File: src/rtl/rxq_dma_writer.sv
module rxq_dma_writer (
  input  logic        clk,
  input  logic        rst_n,
  input  logic        cfg_wr,
  input  logic        cfg_en,
  input  logic [6:0]  cfg_bufsz,
  input  logic        cnt_dec,
  input  logic        ptr_wr,
  input  logic [31:0] ptr_wdata,
  output logic [31:0] stat_o,
  input  logic        rx_valid,
  input  logic [7:0]  rx_data,
  input  logic        rx_last,
  input  logic        rx_crc_ok,
  output logic        rx_drop,
  output logic        mem_req,
  output logic        mem_we,
  output logic [31:0] mem_addr,
  output logic [31:0] mem_wdata,
  input  logic [31:0] mem_rdata
);
  localparam logic [31:0] HDR_KEEP = 32'h3800_FE7F;
  localparam logic [31:0] HDR_SEOP = 32'hC000_0000;

  typedef enum logic [3:0] {
    S_IDLE, S_HDR, S_BUF, S_NXT, S_WAIT, S_RECV, S_DATA, S_STAT, S_WB, S_STOP
  } st_t;

  st_t         st;
  logic        en;
  logic [6:0]  bsz;
  logic [7:0]  bcnt;
  logic [31:0] cur, hdr, buf_a, nxt;
  logic [10:0] cnt;
  logic        trunc, crc_ok_q, in_frame;
  logic [31:0] wbuf, wr_addr, wr_data;
  logic        wr_pend;

  wire        busy    = (st != S_IDLE) && (st != S_STOP);
  wire [10:0] limit   = {bsz, 4'b0000};
  wire        sof     = rx_valid && !in_frame;
  wire        take    = rx_valid && ((st == S_RECV) || (st == S_WAIT && sof));
  wire        store   = take && (cnt < limit);
  wire        word_ok = store && ((cnt[1:0] == 2'd3) || rx_last);
  wire        next_ok = hdr[8] && hdr[9];
  wire        good    = crc_ok_q && !trunc;
  wire        inc     = (st == S_WB);
  wire [31:0] wmerge  = wbuf | ({24'd0, rx_data} << {cnt[1:0], 3'b000});
  wire [31:0] st2     = {8'd0, good, 1'b0, trunc, !crc_ok_q, 9'd0, cnt};
  wire [31:0] hdr_wb  = (hdr & HDR_KEEP) | HDR_SEOP | {5'd0, cnt, 16'd0} | {23'd0, next_ok, 8'd0};

  assign stat_o = {8'd0, bcnt, 8'd0, busy, 7'd0};

  always_comb begin
    mem_req = 1'b0; mem_we = 1'b0; mem_addr = 32'd0; mem_wdata = 32'd0;
    case (st)
      S_HDR:  begin mem_req = 1'b1; mem_addr = cur; end
      S_BUF:  begin mem_req = 1'b1; mem_addr = cur + 32'd4; end
      S_NXT:  begin mem_req = 1'b1; mem_addr = cur + 32'd16; end
      S_STAT: begin mem_req = 1'b1; mem_we = 1'b1; mem_addr = cur + 32'd12; mem_wdata = st2; end
      S_WB:   begin mem_req = 1'b1; mem_we = 1'b1; mem_addr = cur; mem_wdata = hdr_wb; end
      default: if (wr_pend) begin
        mem_req = 1'b1; mem_we = 1'b1; mem_addr = wr_addr; mem_wdata = wr_data;
      end
    endcase
  end

  always_ff @(posedge clk or negedge rst_n) begin
    if (!rst_n) begin
      st <= S_IDLE; en <= 1'b0; bsz <= 7'd0; bcnt <= 8'd0;
      cur <= 32'd0; hdr <= 32'd0; buf_a <= 32'd0; nxt <= 32'd0;
      cnt <= 11'd0; trunc <= 1'b0; crc_ok_q <= 1'b0; in_frame <= 1'b0;
      wbuf <= 32'd0; wr_addr <= 32'd0; wr_data <= 32'd0; wr_pend <= 1'b0;
      rx_drop <= 1'b0;
    end else begin
      if (cfg_wr) begin
        en  <= cfg_en;
        bsz <= cfg_bufsz;
      end
      if (inc && !cnt_dec && bcnt != 8'hFF)      bcnt <= bcnt + 8'd1;
      else if (cnt_dec && !inc && bcnt != 8'd0) bcnt <= bcnt - 8'd1;
      if (rx_valid) in_frame <= !rx_last;
      rx_drop <= sof && !take && en;
      wr_pend <= 1'b0;

      case (st)
        S_IDLE: begin
          if (ptr_wr) cur <= ptr_wdata;
          if (en) st <= S_HDR;
        end
        S_STOP: if (ptr_wr) begin
          cur <= ptr_wdata;
          st  <= S_IDLE;
        end
        S_HDR: begin
          if (mem_rdata[7]) begin
            hdr <= mem_rdata;
            st  <= S_BUF;
          end else if (!en) st <= S_IDLE;
        end
        S_BUF: begin buf_a <= mem_rdata; st <= S_NXT; end
        S_NXT: begin
          nxt <= mem_rdata; cnt <= 11'd0; trunc <= 1'b0; wbuf <= 32'd0;
          st  <= S_WAIT;
        end
        S_WAIT: begin
          if (take)     st <= rx_last ? S_DATA : S_RECV;
          else if (!en) st <= S_IDLE;
        end
        S_RECV: if (take && rx_last) st <= S_DATA;
        S_DATA: st <= S_STAT;
        S_STAT: st <= S_WB;
        S_WB: begin
          cur <= nxt;
          st  <= !next_ok ? S_STOP : (en ? S_HDR : S_IDLE);
        end
        default: st <= S_IDLE;
      endcase

      if (take) begin
        if (rx_last) crc_ok_q <= rx_crc_ok;
        if (store) begin
          cnt  <= cnt + 11'd1;
          wbuf <= word_ok ? 32'd0 : wmerge;
          if (word_ok) begin
            wr_pend <= 1'b1;
            wr_addr <= buf_a + {21'd0, cnt[10:2], 2'b00};
            wr_data <= wmerge;
          end
        end else trunc <= 1'b1;
      end
    end
  end

  p_own_only_r1: assert property (@(posedge clk) disable iff (!rst_n)
    (st == S_BUF) |-> $past(mem_rdata[7]));

  p_data_in_buf_r8: assert property (@(posedge clk) disable iff (!rst_n)
    (mem_we && (st == S_RECV || st == S_DATA)) |-> ((mem_addr - buf_a) < {21'd0, limit}));

  p_cnt_step_r7: assert property (@(posedge clk) disable iff (!rst_n)
    (bcnt != $past(bcnt)) |-> ((bcnt == $past(bcnt) + 8'd1) || (bcnt == $past(bcnt) - 8'd1)));

  p_quiet_idle_r10: assert property (@(posedge clk) disable iff (!rst_n)
    !stat_o[7] |-> !mem_req);

  p_ptr_hold_r11: assert property (@(posedge clk) disable iff (!rst_n)
    (ptr_wr && busy && st != S_WB) |=> (cur == $past(cur)));

  p_drop_nowait_r9: assert property (@(posedge clk) disable iff (!rst_n)
    rx_drop |-> !$past(st == S_WAIT));
endmodule

File: config.mk
export PLATFORM = sky130hd
export DESIGN_NAME = rxq_dma_writer
export DESIGN_NICKNAME = d
export VERILOG_FILES = /design/src/rtl/rxq_dma_writer.sv
export SDC_FILE = /design/constraint.sdc
export NUM_CORES = 1
export LEC_CHECK = 0
export BUFFER_PORTS_ARGS = -buffer_cell sky130_fd_sc_hd__buf_2
export CAP_MARGIN = 20
export CORE_AREA = 2 2 153 155
export DETAILED_ROUTE_END_ITERATION = 10
export DIE_AREA = 0 0 155 157
export GPL_ROUTABILITY_DRIVEN = 0
export GPL_TIMING_DRIVEN = 0
export PLACE_DENSITY_LB_ADDON = 0.15
export SYNTH_ARGS = -nofsm -noshare
export SYNTH_HDL_FRONTEND = slang
export SYNTH_SLANG_ARGS = --single-unit
File: constraint.sdc
create_clock -name clk -period 3.2 [get_ports clk]
set_input_delay 0.16 -clock clk [delete_from_list [all_inputs] [get_ports clk]]
set_output_delay 0.16 -clock clk [all_outputs]
set_load 0.01 [all_outputs]
==> key figures <==
Outcome
  – Status: finished clean

Routing
  – Vias per cell: about 6.1
  – DR DRC count: 0
  – Final WL: approximately 42 mm
  – WL per Instance: around 21 um
  – 1st-iter DRT viols: 1,469
  – First-pass DRT Iterations: 9
  – Antenna-violating nets left: 0
  – DR vias: 12,363

Die
  – Die width: between 150 and 200 um
  – Die Ht: between 150 and 200 um
  – Die footprint: 24,300 um2
  – Starting Density: between 50% and 60%
  – # rows: 55
  – Core area: approximately 23,000 um2
  – Num ports: roughly 190

Yosys
  – Distinct cells, synth: roughly 70
  – Ys Warns: 0
  – Synth Instances: between 1,000 and 1,500
  – Dominant cell type by area after synthesis: dfrtp_1
  – Synth Cell Area: 13,000 um2
  – Post-synth EDFFs: 0
  – Ranking of synthesized cells by area: dfrtp_1 (48%), nand2_1 (8.5%), o21ai_0 (5.0%), mux2_2 (4.6%), mux2i_1 (3.1%)
  – Top post-synthesis cells by count: nand2_1 (295), dfrtp_1 (246), o21ai_0 (129)
  – Syn Area/Cell: 9.28 um2
  – Count leader, synth: nand2_1
  – Synthesized flop and latch total: around 250
  – Synth Flop Type: dfrtp_1
  – Seq/Total Area, Yosys: a little under half
  – Share of the synthesized area in the top cell type: 47.5%
  – Async SR Flop Fraction: 100%

Final layout
  – Nets@finish: approximately 1,800
  – Layout cell share with drive strength beyond 1: 21.9%
  – Area grow syn2layout: 26.8%
  – Post-route cell area: approximately 16,000 um2
  – Final Util: between 70% and 80%
  – Reg area: between 6000 and 7000 um2
  – Multi-input gate area: approximately 6500 um2
  – Diode count: 0
  – Filler cells: about 1,600

Timing
  – Final worst slack: ~0.060 ns
  – Minimum clock period: ~3.1 ns
  – Hold Slack: approximately 0.010 ns
  – Worst rel slew slack: 26.3%
  – Clock Skew: about 0.015 ns
  – Period utilisation layout: 98.1%
  – RSZ-0062 raised after global routing: yes
  – Setup violators final: 0
  – Setup TNS: 0 ns
  – Final Max Tran Viols: 0
  – Hold Fails Final Rpt: 0
  – Pin slew with the least headroom to its limit: 1.10 ns
  – Highest Clock Rate: approximately 0.32 GHz

Clock network
  – H-tree lvl count: 1
  – Cts bufs inserted: 27
  – Maximum clock path buffer count: 3
  – CTS Sinks: around 250
  – Worst-path clk slew: roughly 0.06 ns
  – Clock Latency Late Sink: around 0.55 ns
  – CTS Root Cell: clkbuf_16
  – CTS tree: yes

Place
  – Pre-CTS WS: -0.922 ns
  – Placed Instance Area: approximately 14,000 um2
  – Buffers on Ports: roughly 160
  – Hpwl dp: around 28 mm

Worst hold path
  – Hold crit path type: in2reg

Worst setup path
  – CP endpoint kind: primary output
  – Startpoint types: register
  – CP required: between 3 and 4 ns
  – Critical Path Fanout Max: 7
  – Crit path arrival time: 2.98 ns
  – Crit path kind: reg2out
  – Reg2Reg Setup Slack: about 0.20 ns

Global routing
  – Total track usage: approximately a third
  – Vias in the first global route: about 12,000
  – Total gr overflow: 0
  – First-pass GRT wire length: 65.0 mm
  – Pin count of the biggest net entering global routing: between 100 and 150
  – Antenna violations before repair: 0

Power and ir drop
  – Worst vdd ir: around 450 uV
  – Leakage power: 0.00796 uW
  – Power Dens Cells: 880 nW/um2

Job
  – Max Cap Viol: 0
## repair_timing
item                       CTS  global route
resized for setup           51            40
pin swaps                    6            18
hold endpoints to repair   268             0
setup endpoints to repair   66            69
setup buffers                5            19
hold buffers                85             0
## cells by family after synthesis
| logic type | share of synthesized area [%] |
|---|---|
| flops | 47.5 |
| simple gates | 16.7 |
| compound gates | 17.1 |
| buf+inv | 5.07 |
| xor+xnor | 2.97 |
| other cells | 0.0289 |
| fa+ha+maj | 2.86 |
| mux | 7.70 |
## routing by layer
metal	routed length, um	vias to the layer above	track usage, %
met5	0	-	0
met4	1960	0	15.3
met3	4370	150	6.91
met2	19000	781	54.3
met1	16700	5908	45.7
li1	-	5524	-
## layout by cell type, fill, tap and decap left out, types with 27 or more instances in the layout
| cell | synthesis | final |
|---|---|---|
| nand2_1 | 295 | 293 |
| dfrtp_1 | 246 | 244 |
| buf_2 | 14 | 168 |
| o21ai_0 | 129 | 124 |
| dlygate4sd3_1 | 0 | 85 |
| a21oi_1 | 74 | 71 |
| nor2_1 | 63 | 56 |
| mux2_2 | 53 | 53 |
| clkbuf_1 | 60 | 49 |
| buf_4 | 24 | 49 |
| mux2i_1 | 40 | 40 |
| nand3_1 | 34 | 33 |
| xnor2_1 | 29 | 28 |
| a22o_1 | 28 | 28 |
| clkbuf_16 | 0 | 27 |
## worst paths after layout
check,start,to,cells after the start
worst max-delay path,st[3],mem_addr[24],9
worst min-delay path,rx_data[4],wbuf[20],2
worst max register to register,st[1],bcnt[6],11
worst min register to register,buf_a[1],wr_addr[1],2
max in group asynchronous,rst_n,cur[1],4
min in group asynchronous,rst_n,bcnt[0],2
## registers in the layout (all words and copies together) (netlist names)
register	flops
cur	32
bsz	7
en	1
st	4
wr_addr	32
buf_a	32
bcnt	8
crc_ok_q	1
wbuf	32
nxt	32
hdr	18
in_frame	1
rx_drop	1
wr_pend	1
cnt	11
trunc	1
wr_data	32
## worst max-delay path: stages (launching register included)
cell and delay, ns:
dfrtp_2 0.46, nand2b_4 0.18, nor2_4 0.18, inv_4 0.08
fa_2 0.38, maj3_2 0.36, nor2_4 0.26, nand3_1 0.11
o211ai_1 0.23, buf_2 0.18
## where the power goes
| group | switching, uW | internal (uW) |
|---|---|---|
| logic | 3460 | 2440 |
| registers | 1120 | 4340 |
| clock network | 1320 | 1790 |
| total | 5900 | 8560 |
## layout make-up
| type | instances | area share, % |
|---|---|---|
| Multi-Input combinational cell | 1031 | 39.4 |
| Sequential cell | 246 | 37.5 |
| Timing Repair Buffer | 267 | 11.5 |
| Clock buffer | 34 | 4.45 |
| Buffer | 109 | 3.59 |
| Tap cell | 285 | 2.17 |
| Clock inverter | 15 | 0.868 |
| Inverter | 27 | 0.639 |
## metrics by stage
| step | total power, uW | cells |
|---|---|---|
| 2_1_floorplan | 8760 | 1418 |
| 3_3_place_gp | 10500 | 1858 |
| 3_5_place_dp | 10700 | 1861 |
| 4_1_cts | 14100 | 1998 |
| 5_1_grt | 15300 | 2014 |
| 6_report | 14500 | 2014 |
(Power assumes the default switching activity.)
